--- config.mk ---
export PLATFORM = sky130hd
export DESIGN_NAME = restoring_divider
export DESIGN_NICKNAME = d
export VERILOG_FILES = /design/src/rtl/div_pkg.sv /design/src/rtl/div_datapath.sv /design/src/rtl/div_ctrl.sv /design/src/rtl/restoring_divider.sv
export SDC_FILE = /design/constraint.sdc
export NUM_CORES = 1
export LEC_CHECK = 0
export BUFFER_PORTS_ARGS = -buffer_cell sky130_fd_sc_hd__buf_2
export CELL_PAD_IN_SITES_DETAIL_PLACEMENT = 1
export CELL_PAD_IN_SITES_GLOBAL_PLACEMENT = 2
export CORE_MARGIN = 2
export CORE_UTILIZATION = 34
export CTS_BUF_LIST = sky130_fd_sc_hd__clkbuf_2 sky130_fd_sc_hd__clkbuf_4 sky130_fd_sc_hd__clkbuf_8
export DETAILED_ROUTE_END_ITERATION = 8
export GPL_ROUTABILITY_DRIVEN = 0
export GPL_TIMING_DRIVEN = 0
export PLACE_DENSITY_LB_ADDON = 0.25
export SYNTH_ARGS = -nofsm -noshare
export SYNTH_HDL_FRONTEND = slang
export SYNTH_SLANG_ARGS = --single-unit
--- constraint.sdc ---
create_clock -name clk -period 2.8 [get_ports clk]
set_input_delay 0.42 -clock clk [delete_from_list [all_inputs] [get_ports clk]]
set_output_delay 0.42 -clock clk [all_outputs]
set_load 0.02 [all_outputs]
--- src/rtl/div_pkg.sv ---
package div_pkg;
   typedef enum logic [2:0] {
      ST_IDLE  = 3'd0,
      ST_LOAD  = 3'd1,
      ST_ITER  = 3'd2,
      ST_HOLD  = 3'd3,
      ST_WREL  = 3'd4
   } div_state_t;
endpackage

--- src/rtl/div_datapath.sv ---
module div_datapath #(
   parameter int WIDTH = 8
) (
   input  logic             clk,
   input  logic             rst,
   input  logic             load_en,
   input  logic             step_en,
   input  logic             zero_en,
   input  logic [WIDTH-1:0] a_i,
   input  logic [WIDTH-1:0] b_i,
   output logic             b_zero_o,
   output logic             last_o,
   output logic [WIDTH-1:0] quot_o,
   output logic [WIDTH-1:0] rem_o
);
   localparam int CNT_W = $clog2(WIDTH);
   localparam logic [CNT_W-1:0] LAST_IDX = CNT_W'(WIDTH - 1);

   logic [WIDTH-1:0] part_q, quo_q, dvs_q;
   logic [CNT_W-1:0] cnt_q;
   logic [WIDTH:0]   shifted, trial;
   logic             fits;
   logic [WIDTH-1:0] part_nx, quo_nx;

   // shift next dividend bit into partial remainder and try subtraction
   assign shifted  = {part_q, quo_q[WIDTH-1]};
   assign trial    = shifted - {1'b0, dvs_q};
   assign fits     = ~trial[WIDTH];
   assign part_nx  = fits ? trial[WIDTH-1:0] : shifted[WIDTH-1:0];
   assign quo_nx   = {quo_q[WIDTH-2:0], fits};
   assign last_o   = (cnt_q == LAST_IDX);
   assign b_zero_o = (b_i == '0);

   always_ff @(posedge clk) begin
      if (rst) begin
         part_q <= '0;
         quo_q  <= '0;
         dvs_q  <= '0;
         cnt_q  <= '0;
         quot_o <= '0;
         rem_o  <= '0;
      end else begin
         if (load_en) begin
            part_q <= '0;
            quo_q  <= a_i;
            dvs_q  <= b_i;
            cnt_q  <= '0;
         end
         if (step_en) begin
            part_q <= part_nx;
            quo_q  <= quo_nx;
            cnt_q  <= cnt_q + 1'b1;
            if (last_o) begin
               quot_o <= quo_nx;
               rem_o  <= part_nx;
            end
         end
         if (zero_en) begin
            quot_o <= '0;
            rem_o  <= '0;
         end
      end
   end
endmodule

--- src/rtl/div_ctrl.sv ---
module div_ctrl
   import div_pkg::*;
(
   input  logic clk,
   input  logic rst,
   input  logic start_i,
   input  logic b_zero_i,
   input  logic last_i,
   output logic load_en,
   output logic step_en,
   output logic zero_en,
   output logic done_o,
   output logic err_o
);
   div_state_t state_q, state_nx;
   logic       accept;

   assign accept  = ((state_q == ST_IDLE) || (state_q == ST_WREL)) && start_i;
   assign load_en = (state_q == ST_LOAD);
   assign step_en = (state_q == ST_ITER);
   assign zero_en = load_en && b_zero_i;

   always_comb begin
      state_nx = state_q;
      case (state_q)
         ST_IDLE, ST_WREL: if (start_i) state_nx = ST_LOAD;
         ST_LOAD:          state_nx = b_zero_i ? ST_HOLD : ST_ITER;
         ST_ITER:          if (last_i) state_nx = ST_HOLD;
         ST_HOLD:          if (!start_i) state_nx = ST_WREL;
         default:          state_nx = ST_IDLE;
      endcase
   end

   always_ff @(posedge clk) begin
      if (rst) begin
         state_q <= ST_IDLE;
         done_o  <= 1'b0;
         err_o   <= 1'b0;
      end else begin
         state_q <= state_nx;
         if (accept) begin
            done_o <= 1'b0;
            err_o  <= 1'b0;
         end else if (zero_en) begin
            done_o <= 1'b1;
            err_o  <= 1'b1;
         end else if (step_en && last_i) begin
            done_o <= 1'b1;
         end
      end
   end
endmodule

--- src/rtl/restoring_divider.sv ---
module restoring_divider #(
   parameter int WIDTH = 8
) (
   input  logic             clk,
   input  logic             rst,
   input  logic             start_i,
   input  logic [WIDTH-1:0] dividend_i,
   input  logic [WIDTH-1:0] divisor_i,
   output logic [WIDTH-1:0] quot_o,
   output logic [WIDTH-1:0] rem_o,
   output logic             done_o,
   output logic             err_o
);
   generate
      if (WIDTH < 2) begin : g_width_bad
         $error("restoring_divider: WIDTH must be at least 2");
      end
   endgenerate

   logic load_en, step_en, zero_en, b_zero, last_step;

   div_ctrl u_ctrl (
      .clk      (clk),
      .rst      (rst),
      .start_i  (start_i),
      .b_zero_i (b_zero),
      .last_i   (last_step),
      .load_en  (load_en),
      .step_en  (step_en),
      .zero_en  (zero_en),
      .done_o   (done_o),
      .err_o    (err_o)
   );

   div_datapath #(.WIDTH(WIDTH)) u_dp (
      .clk      (clk),
      .rst      (rst),
      .load_en  (load_en),
      .step_en  (step_en),
      .zero_en  (zero_en),
      .a_i      (dividend_i),
      .b_i      (divisor_i),
      .b_zero_o (b_zero),
      .last_o   (last_step),
      .quot_o   (quot_o),
      .rem_o    (rem_o)
   );
endmodule

## Word level (Yosys, flattened, before mapping)

Index checks and enable logic that the tools add are counted.

| cells by class | value |
|---|---|
| eq/ne operators | 8 |
| bitwise operators | 1 |
| add/sub/neg operators | 2 |
| reductions and logical operators | 13 |
| muxes and demuxes | 14 |

Operator list:

| cell | number |
|---|---|
| $mux 8 | 5 |
| $mux 3 | 5 |
| $pmux 3 s4 | 1 |
| $sub 9x8->9 | 1 |
| $logic_not 8->1 | 1 |
| $eq 3x2->1 const B | 2 |
| $eq 3x3->1 const B | 2 |
| $reduce_or 2->1 | 3 |
| $ne 2x2->1 const B | 2 |
| $reduce_bool 2->1 | 2 |
| $add 3x1->3 const B | 1 |
| $eq 3x1->1 const B | 1 |
| $logic_and 1x1->1 | 3 |
| $logic_not 3->1 | 1 |
| $mux 1 | 3 |
| $reduce_and 3->1 | 1 |
| $ne 2x1->1 const B | 1 |
| $reduce_and 2->1 | 1 |
| $logic_or 1x1->1 | 1 |
| $not 1->1 | 1 |

| word-level totals | value |
|---|---|
| logic and storage cells | 47 |
| flip-flop bits (word level) | 48 |
| input port bits | 19 |
| output and inout bits | 18 |

## Depth between registers and ports, before layout

Gate-level depths: netlist of the first run.

| logic depth | value |
|---|---|
| depth in word-level cells | 4 |
| depth in mapped cells | 11 |
| depth with buffers taken out | 9 |

## Modules after synthesis

From an unflattened synthesis of the first run, not the netlist that was laid out.

| unflattened totals | value |
|---|---|
| cell total of the unflattened synthesis | 272 |
| area total of the unflattened synthesis | 2336.0 µm² |

Modules (own cells, without submodules):

| module | instances | area an instance (µm²) | sequential area each (µm²) | cells each |
|---|---|---|---|---|
| div_datapath | 1 | 2095.8 | 860.8 | 248 |
| div_ctrl | 1 | 240.2 | 100.1 | 24 |

## Least setup slack after synthesis of the first run

Ideal clock, no wire load.

| timing path | value |
|---|---|
| kind | register to register |
| start point | register u_dp.quo_q[7] |
| end point | register u_dp.rem_o[5] |
| buffers on the path | 1 |
| required time | 2.721 ns |
| setup slack | 0.530 ns |
| data arrival time | 2.191 ns |
| library setup time | 0.079 ns |
| period minus slack after synthesis | 2.270 ns |
| cell stages (with the launch flop) | 11 |
| cells stage by stage | dfxtp_1 -> inv_1 -> ha_1 -> inv_1 -> fa_1 -> a211oi_2 -> o211a_1 -> o211a_1 -> buf_6 -> mux2_4 -> a211oi_2 |

| between the ends | value |
|---|---|
| cells in the longest elaborated chain, start to end | 2 |

RTL lines:

| element | line | source |
|---|---|---|
| start: declaration | div_datapath.sv:19 | `logic [WIDTH-1:0] part_q, quo_q, dvs_q;` |
| start signal: assignment | div_datapath.sv:45 | `quo_q <= a_i;` |
| start signal: assignment | div_datapath.sv:51 | `quo_q <= quo_nx;` |
| $sub 9x8->9 | div_datapath.sv:27 | `assign trial = shifted - {1'b0, dvs_q};` |
| $mux 8 | div_datapath.sv:29 | `assign part_nx = fits ? trial[WIDTH-1:0] : shifted[WIDTH-1:0];` |
| end signal: assignment | div_datapath.sv:55 | `rem_o <= part_nx;` |
| end: declaration | div_datapath.sv:14 | `output logic [WIDTH-1:0] rem_o` |

No other way between the ends.
A chain may end at the register's enable or synchronous reset.

## Final worst setup path of the first run

| timing path | value |
|---|---|
| start point | register u_dp.quo_q[7] |
| end point | register u_dp.rem_o[0] |

| between the ends | value |
|---|---|
| cells in the longest elaborated chain, start to end | 2 |

RTL lines:

| element | line |
|---|---|
| $sub 9x8->9 | div_datapath.sv:27 |
| $mux 8 * | div_datapath.sv:29 |

Mark *: on every way between the ends. The rest lies on a longest branch, timed or not.

==> metrics.txt, run 1 <==
run status=finished, final reports clean; area leader, netlist=dfxtp_1; worst r2r src=u_dp.quo_q[7]; met3 WL=132 um; Detailed Route WL=6400 um; final hold slack=0.338 ns; Std-Cell Rows=30; Syn-to-layout area delta=16.1%; Worst VDD drop=0.000294 V; CTS H-tree depth=2; layout cells sized above 1=18.6%; Synth cell types=45; leakage power total=1.14 nW; synthesis warning total=0; top cells by count, synth=59 x nand2_1, 48 x dfxtp_1, 28 x nor2_1; drt pass-1 iters=4; Seq. cell area=961 um2; CP Max Fanout=10; met2 wire length=2940 um; sw power=0.000618 W; hold path startpoint=start_i; register share of total power=42.8%; Avg Cell Area, Syn=8.23 um2; PortBufs=35; CP Class=flip-flop to flip-flop; Total GRT Usage=17.7%; part of the power in the clock network=23.9%; io pins=37; Bufs on Longest Clock Path=2; cell internal pwr=0.00118 W; Hold Path Depth=2; Die Area=7730 um2; Core Util, Final=41.0%; WL met1=3300 um; FF+latch count, synth=48; max-cap violation count=0; CTS tree=yes; area of the core=6790 um2; first-pass GRT wire length=10,600 um; # setup viols final=0; wire per inst=14.9 um; grt total ovfl=0; Comb pwr share=33.4%; Final Hold Vio Count=0; Worst-Margin Slew=0.585 ns; Worst Setup End Kind=flip-flop; root buffer cell=clkbuf_8; Final Cycle Share=90.4%; final setup skew=0.00537 ns; Mapped Nets=321; Initial Util=35.3%; clock buffer count from CTS=5; die height=87.9 um; Final Power=0.00180 W; post-layout min period=2.53 ns; worst reg2reg endpoint=u_dp.rem_o[0]; Post-CTS Setup Bufs=0; Mapped Cells=291; number of fill cells=849; R2R cell count=11; ys async rst share=0%; ranking of synthesized cells by area=dfxtp_1 40%, nand2_1 9.2%, a21oi_1 5.6%; RSZ-0062 raised after global routing=false; Max-slew headroom=60.9%; Die Wd=87.9 um; f_max=395 MHz; area occupied by multi-input gates=1300 um2; Max Used Layer=met4; Antenna Cells=0; Post-Syn Area=2400 um2; sequential share of the synthesized area=40.1%; Post-DRT Antenna Nets=0; most numerous cell in the Yosys netlist=nand2_1; Worst Path Required=3.03 ns; class of the most critical hold timing path=primary input to flip-flop; CTS resizes=0; DR vias=2,133; pwr dens=647 nW/um2; CTS Hold Bufs=0; initial antenna violation count=0; Worst-Skew Late Latency=0.30 ns; Post-synth EDFFs=0; top cell type's share of synthesized area=40.1%; switching share of power=34.3%; clock-pin slew on the worst setup and hold paths=0.09 ns; number of global-route vias before repair=2,079; drt first-iter violations=60; WHS Endpoint=u_ctrl.state_q[2]; R2R Setup Slk=0.27 ns; largest net degree at the start of global routing=15; setup tns final=0 ns; Critical Path AT=2.76 ns; DR vias/cell=4.97; Synth Flop Type=dfxtp_1; Startpoint Class=flip-flop; DRC viols=0; HPWL Detailed=5020 um; max-slew violation count=0; Final Net Count=363; clock sink count=48
==> cell families after synthesis <==
| family | Yosys count | synth area share, % |
|---|---|---|
| AND/OR/NAND/NOR | 115 | 21.8 |
| AO/OA/AOI/OAI | 77 | 22.0 |
| flip-flops | 48 | 40.1 |
| buffers and inverters | 29 | 5.48 |
| adder cells (fa/ha/maj) | 11 | 6.06 |
| multiplexers | 7 | 3.13 |
| XOR/XNOR | 4 | 1.46 |
==> area by class of cell <==
class                           instances  area share, %
Multi-Input combinational cell        214           46.9
Inverter                               12           1.62
Clock buffer                            6           2.97
Tap cell                               96           4.32
Timing Repair Buffer                   35           6.29
Sequential cell                        48           34.5
Clock inverter                          1          0.315
Buffer                                 17           3.10
==> worst max-delay path by stage <==
stage                             start            end  slack, ns  cells past startpoint
after detailed placement  u_dp.quo_q[7]  u_dp.rem_o[0]       0.30                     11
after global routing      u_dp.quo_q[7]  u_dp.rem_o[0]       0.07                     11
final                     u_dp.quo_q[7]  u_dp.rem_o[0]       0.27                     11
after floorplan           u_dp.quo_q[7]  u_dp.rem_o[5]       0.53                     10
after CTS                 u_dp.quo_q[7]  u_dp.rem_o[0]       0.25                     11
after global placement    u_dp.quo_q[7]  u_dp.rem_o[3]       0.33                     10
==> metal layers <==
metal	up-vias	global-route usage, %
met1	1006	25.8
li1	1100	-
met4	0	3.78
met5	-	0
met2	23	27.3
met3	4	3.39
==> cells in the final DEF (no fill, tap or decap), drive strengths merged, types with 7 or more instances in the layout <==
cell,n
a21oi,27
a211oi,9
dfxtp,48
o21ai,9
nand2,60
nor2,28
inv,12
a311oi,7
ha,10
buf,44
clkbuf,14
==> critical path, cell delays in order (launching register included) <==
cell and delay (ns):
dfxtp_1 0.35, inv_1 0.06, ha_1 0.14, inv_1 0.05, fa_1 0.42, a211oi_2 0.32
o211a_1 0.25, o211a_1 0.18, buf_6 0.13, buf_2 0.25, o211ai_1 0.14, a21oi_1 0.18
==> power groups by stage <==
stage | Combinational, W | Clock [W] | Sequential (W)
global route | 0.000676 | 0.000477 | 0.000777
finish | 0.000601 | 0.000430 | 0.000770
CTS | 0.000611 | 0.000446 | 0.000771
floorplan | 0.000467 | 0 | 0.000769
detailed placement | 0.000608 | 0 | 0.000786
global placement | 0.000597 | 0 | 0.000785
==> sequential cells by signal, summed over array words and instances, names as in the netlist <==
| signal | cells |
|---|---|
| u_dp.dvs_q | 8 |
| u_dp.rem_o | 8 |
| u_ctrl.done_o | 1 |
| u_dp.cnt_q | 3 |
| u_dp.quot_o | 8 |
| u_dp.quo_q | 8 |
| u_dp.part_q | 8 |
| u_ctrl.err_o | 1 |
| u_ctrl.state_q | 3 |
==> through the flow <==
| step | setup slack, ns | instance area (um2) | cells |
|---|---|---|---|
| floorplan | 0.530 | 2400 | 291 |
| global placement | 0.330 | 2690 | 422 |
| detailed placement | 0.296 | 2690 | 422 |
| CTS | 0.247 | 2780 | 429 |
| global route | 0.0696 | 2780 | 429 |
| finish | 0.269 | 2780 | 429 |
Power figures use the tool's default switching activity.
==> inputs of run 2 (changes only) <==
Settings changed: PLACE_DENSITY_LB_ADDON 0.25 to 0.1.
==> run 2 against run 1 <==
  * First-iteration DRC count is 8.3% lower
  * Sequential share of layout area is 0.37 points lower
  * Die area stayed put
  * Utilization is 0.44 points higher
  * Register-to-register slack better by 0.05 ns
  * Via count is 0.14% higher
  * Total power is 5.4% higher
  * Worst setup slack better by 0.052 ns
  * Critical path type unchanged
==> metrics.txt, run 2 (synthesized netlist as in run 1, its figures left out) <==
Syn-to-layout area delta=17.4%; Std-Cell Rows=30 (unchanged); f_max=403 MHz (+2.1%); sw power=0.000620 W (+0.34%); Bufs on Longest Clock Path=2 (unchanged); Final Hold Vio Count=0 (unchanged); most common cell after layout, fill and taps aside=nand2_1; Die Area=7730 um2 (unchanged); critical path launch point=u_dp.quo_q[7]; initial antenna violation count=0 (unchanged); part of the power in the clock network=28.4% (+4.5 points); Post-CTS Setup Bufs=0 (unchanged); CTS tree=yes; grt met2 use=29.0% (+1.7 points); GRT busiest layer=met2; Worst-Margin Slew=0.551 ns (-0.0340 ns); class of the most critical hold timing path=primary input to flip-flop; met1 usage=23.5% (-2.3 points); die height=87.9 um (unchanged); Final Cycle Share=88.6% (-1.9 points); pwr dens=675 nW/um2 (+4.3%); RSZ-0062 raised after global routing=false; CTS resizes=0 (unchanged); leakage power total=1.16 nW (+1.2%); root buffer cell=clkbuf_8; drt first-iter violations=55 (-8.3%); wire per inst=14.5 um (-2.9%); CTS Hold Bufs=0 (unchanged); largest net degree at the start of global routing=16 (+1); setup tns final=0 ns (unchanged); Hold Path Depth=2 (unchanged); run status=finished, final reports clean; final setup margin=0.321 ns (+0.0521 ns); worst reg2reg endpoint=u_dp.part_q[2]; Comb pwr share=31.2% (-2.2 points); Startpoint Class=flip-flop; drt pass-1 iters=4 (unchanged); final setup skew=0.00861 ns (+0.00324 ns); DRC viols=0 (unchanged); area of the core=6790 um2 (unchanged); layout cells sized above 1=18.9% (+0.24 points); clock buffer count from CTS=5 (unchanged); Total GRT Usage=17.4% (-0.29 points); HPWL Detailed=4880 um (-2.8%); Final Power=0.00190 W (+5.4%); Die Wd=87.9 um (unchanged); routing usage on met3=3.11% (-0.28 points); Worst Setup End Kind=flip-flop; worst r2r src=u_dp.quo_q[7]; R2R Setup Slk=0.32 ns (+0.05 ns); Antenna Cells=0 (unchanged); Critical Path End=u_dp.part_q[2]; DR vias=2,136 (+0.14%); PortBufs=35 (unchanged); Worst Path Required=2.99 ns (-0.04 ns); io pins=37 (unchanged); Critical Path AT=2.67 ns (-0.09 ns); max-slew violation count=0 (unchanged); max-cap violation count=0 (unchanged); CP Class=flip-flop to flip-flop; switching share of power=32.6% (-1.7 points); most frequent cells in the layout=59 x nand2_1, 48 x dfxtp_1, 41 x buf_2, 28 x nor2_1, 27 x a21oi_1; cell internal pwr=0.00128 W (+8.1%); Post-DRT Antenna Nets=0 (unchanged); Worst VDD drop=0.000300 V (+2.1%); Worst-Skew Late Latency=0.30 ns (about the same); Final Net Count=363 (unchanged); Initial Util=35.3% (unchanged); Detailed Route WL=6230 um (-2.7%); CTS H-tree depth=2 (unchanged); # setup viols final=0 (unchanged); grt total ovfl=0 (unchanged); number of global-route vias before repair=2,085 (+0.29%); clock-pin slew on the worst setup and hold paths=0.10 ns (about the same); first-pass GRT wire length=10,400 um (-1.7%); post-layout min period=2.48 ns (-0.0521 ns); CP Max Fanout=10 (unchanged); DR vias/cell=4.97 (about the same); clock sink count=48 (unchanged); Max-slew headroom=63.1% (+2.3 points); Placement Setup Slack=0.339 ns (+0.0430 ns); R2R cell count=11 (unchanged); register share of total power=40.4% (-2.4 points)
==> run 2: changes by cell type in the layout (fill, tap and decap cells not counted), sizes merged <==
| cell | delta |
|---|---|
| bufinv | +1 |
==> run 2: worst min-delay path by stage <==
| stage | slack [ns] | endpoint | start |
|---|---|---|---|
| 2_1_floorplan | 0.44 | u_dp.dvs_q[1] | u_dp.dvs_q[1] |
| 3_3_place_gp | 0.44 | u_dp.rem_o[2] | u_dp.rem_o[2] |
| 3_5_place_dp | 0.44 | u_dp.rem_o[2] | u_dp.rem_o[2] |
| 4_1_cts | 0.32 | u_ctrl.state_q[2] | start_i |
| 5_1_grt | 0.35 | u_ctrl.state_q[2] | start_i |
| 6_report | 0.33 | u_ctrl.state_q[2] | start_i |
==> run 2: area by class of cell <==
| cell class | count | area (um2) |
|---|---|---|
| fillers | 841 | 3980 |
| multi-input cells | 214 | 1300 |
| flip-flops and latches | 48 | 961 |
| repair buffers | 35 | 175 |
| well taps | 96 | 120 |
| plain buffers | 17 | 86.3 |
| clock buffers | 6 | 82.6 |
| inverters | 12 | 45.0 |
| clock inverters | 2 | 38.8 |
==> run 2: routing by layer <==
metal	vias to the layer above	wire length [um]
li1	1101	-
met1	1008	3120
met2	23	2930
met3	4	130
met4	0	51
met5	-	0
==> run 2: power groups by stage <==
stage,combinational [W],sequential (W),clock [W]
after CTS,0.000603,0.000768,0.000553
after global routing,0.000661,0.000775,0.000586
after detailed placement,0.000599,0.000784,0
final,0.000593,0.000767,0.000539
after floorplan,0.000467,0.000769,0
after global placement,0.000595,0.000782,0
==> run 2: per-stage QoR <==
step	instance area [um2]	instances	hold slack (ns)	util [%]
after floorplan	2400	291	0.436	-
after global placement	2690	422	0.440	39.6
after detailed placement	2690	422	0.444	39.6
after CTS	2810	430	0.324	41.4
after global routing	2810	430	0.351	41.4
final	2810	430	0.332	41.4
==> run 2: worst max-delay path: stages, from the launching register on <==
cell and delay [ns]:
dfxtp_1 0.36, inv_1 0.06, ha_1 0.14, inv_1 0.05, fa_1 0.41, a211oi_2 0.31, o211ai_1 0.21, o211a_1 0.16
buf_6 0.14, buf_2 0.18, o21a_1 0.18, a22o_1 0.17
==> inputs of run 3 (changes only) <==
Settings changed: CORE_MARGIN 2 to unset.
==> run 3 against run 2 <==
  * Global-route usage increased by 0.85 points
  * Worst hold slack improved by 0.0080 ns
  * Wire length increased by 2.9%
  * Sequential share of layout area increased by 0.49 points
  * Total power decreased by 6.2%
  * Largest power group unchanged
  * Highest routed layer unchanged
==> metrics.txt, run 3 (synthesized netlist as in run 1, its figures left out) <==
run status=finished, final reports clean; area of the core=6790 um2 (unchanged); Detailed Route WL=6410 um (+2.9%); post-layout min period=2.51 ns (+0.0337 ns); Final Cycle Share=89.8% (+1.2 points); Worst-Margin Slew=0.564 ns (+0.0129 ns); leakage power total=1.14 nW (-1.5%); class of the most critical hold timing path=primary input to flip-flop; Crit path max-delay family=compound AO/OA/AOI/OAI gates; critical path launch point=u_dp.quo_q[7]; RSZ-0062 raised after global routing=false; clock sink count=48 (unchanged); CP Cell Sequence=inv_1, ha_1, inv_1, fa_1, a211oi_2, o211a_1, o211a_1, buf_6, mux2_4, a211oi_2; Antenna Cells=0 (unchanged); Total GRT Usage=18.3% (+0.85 points); Final Power=0.00178 W (-6.2%); CTS tree=yes; DR vias/cell=4.97 (about the same); CP Class=flip-flop to flip-flop; clock-pin slew on the worst setup and hold paths=0.09 ns (about the same); WHS Endpoint=u_ctrl.state_q[2]; initial antenna violation count=0 (unchanged); max-slew violation count=0 (unchanged); layout cells sized above 1=18.6% (-0.24 points); DRC viols=0 (unchanged); grt total ovfl=0 (unchanged); Post-DRT Antenna Nets=0 (unchanged); largest net degree at the start of global routing=14 (-2); Worst VDD drop=0.000292 V (-2.6%); max-cap violation count=0 (unchanged); root buffer cell=clkbuf_8; worst r2r src=u_dp.quo_q[7]; CTS resizes=0 (unchanged); most frequent cells in the layout=59 x nand2_1, 48 x dfxtp_1, 41 x buf_2, 28 x nor2_1, 27 x a21oi_1; Placement Setup Slack=0.312 ns (-0.0278 ns); CTS Hold Bufs=0 (unchanged); die height=85.9 um (-2.3%); CTS H-tree depth=2 (unchanged); clock buffer count from CTS=5 (unchanged); Worst-Skew Late Latency=0.30 ns (about the same); worst reg2reg endpoint=u_dp.rem_o[5]; drt first-iter violations=47 (-15%); grt met2 use=30.4% (+1.4 points); final setup skew=0.00292 ns (-0.00569 ns); Final Hold Vio Count=0 (unchanged); HPWL Detailed=4950 um (+1.3%); number of global-route vias before repair=2,073 (-0.58%); wire per inst=14.9 um (+3.2%); DR vias=2,133 (-0.14%); Die Wd=85.9 um (-2.3%); R2R cell count=10 (-1); met1 usage=24.0% (+0.48 points); Syn-to-layout area delta=15.7%; pwr dens=643 nW/um2 (-4.8%); Bufs on Longest Clock Path=2 (unchanged); hold path startpoint=start_i; GRT busiest layer=met2; Startpoint Class=flip-flop; Hold Path Depth=2 (unchanged); final hold slack=0.340 ns (+0.00804 ns); Max-slew headroom=62.3% (-0.86 points); CP Max Fanout=6 (-4); Die Area=7390 um2 (-4.5%); worst-path cell with the longest stage delay=fa_1; # setup viols final=0 (unchanged); Std-Cell Rows=30 (unchanged); Crit path buffers/inverters=3 (-1); R2R Setup Slk=0.29 ns (-0.03 ns); PortBufs=35 (unchanged); Final Net Count=363 (unchanged); routing usage on met3=3.08% (-0.030 points); io pins=37 (unchanged); first-pass GRT wire length=10,400 um (-0.86%); drt pass-1 iters=4 (unchanged); setup tns final=0 ns (unchanged); Worst Path Required=3.03 ns (+0.04 ns); Worst Setup End Kind=flip-flop; Initial Util=35.3% (unchanged); most common cell after layout, fill and taps aside=nand2_1; Critical Path AT=2.74 ns (+0.07 ns); final setup margin=0.287 ns (-0.0337 ns); f_max=398 MHz (-1.3%); max incr delay on CP=0.42 ns (about the same); Post-CTS Setup Bufs=0 (unchanged)
-- run 3: changes by cell type in the layout (fill, tap and decap cells not counted) --
cell,change
clkbuf_4,+1
clkinv_2,+1
bufinv_16,-1
clkinv_4,-1
clkbuf_8,-1
-- run 3: worst max-delay path by stage --
| stage | end | depth (start not counted) |
|---|---|---|
| global placement | u_dp.rem_o[5] | 10 |
| detailed placement | u_dp.rem_o[5] | 10 |
| finish | u_dp.rem_o[5] | 10 |
| CTS | u_dp.rem_o[5] | 10 |
| global route | u_dp.rem_o[2] | 11 |
| floorplan | u_dp.rem_o[5] | 10 |
-- run 3: final cells by class --
type / instances / area [um2]
Buffer: 17 / 86.3
Clock buffer: 6 / 76.3
Clock inverter: 1 / 5.00
Fill cell: 857 / 4020
Inverter: 12 / 45.0
Multi-Input combinational cell: 214 / 1300
Sequential cell: 48 / 961
Tap cell: 96 / 120
Timing Repair Buffer: 35 / 175
-- run 3: worst register-to-register path, delay by kind of cell (launching register included) --
family	cells	cell delay [ns]
muxes	1	0.32
AOI/OAI and AO/OA	4	0.94
DFF	1	0.35
buffers and inverters	3	0.26
adders and majority gates	2	0.57
-- run 3: per-stage QoR --
stage               util [%]  instances  instance area [um2]
floorplan                  -        291                 2400
global placement        39.6        422                 2690
detailed placement      39.6        422                 2690
CTS                     40.8        429                 2770
global route            40.8        429                 2770
finish                  40.8        429                 2770
-- run 3: power by group --
group | total, W | leakage [nW] | internal, W | switching (W)
Sequential | 0.000767 | 0.390 | 0.000726 | 0.0000411
Clock | 0.000416 | 0.0445 | 0.000180 | 0.000236
Combinational | 0.000598 | 0.707 | 0.000261 | 0.000337
-- run 3: layer usage --
metal | share of wire (%) | routed length (um) | vias up
li1 | - | - | 1101
met1 | 50 | 3190 | 996
met2 | 46 | 2980 | 27
met3 | 2.2 | 138 | 9
met4 | 1.7 | 106 | 0
met5 | 0 | 0 | -
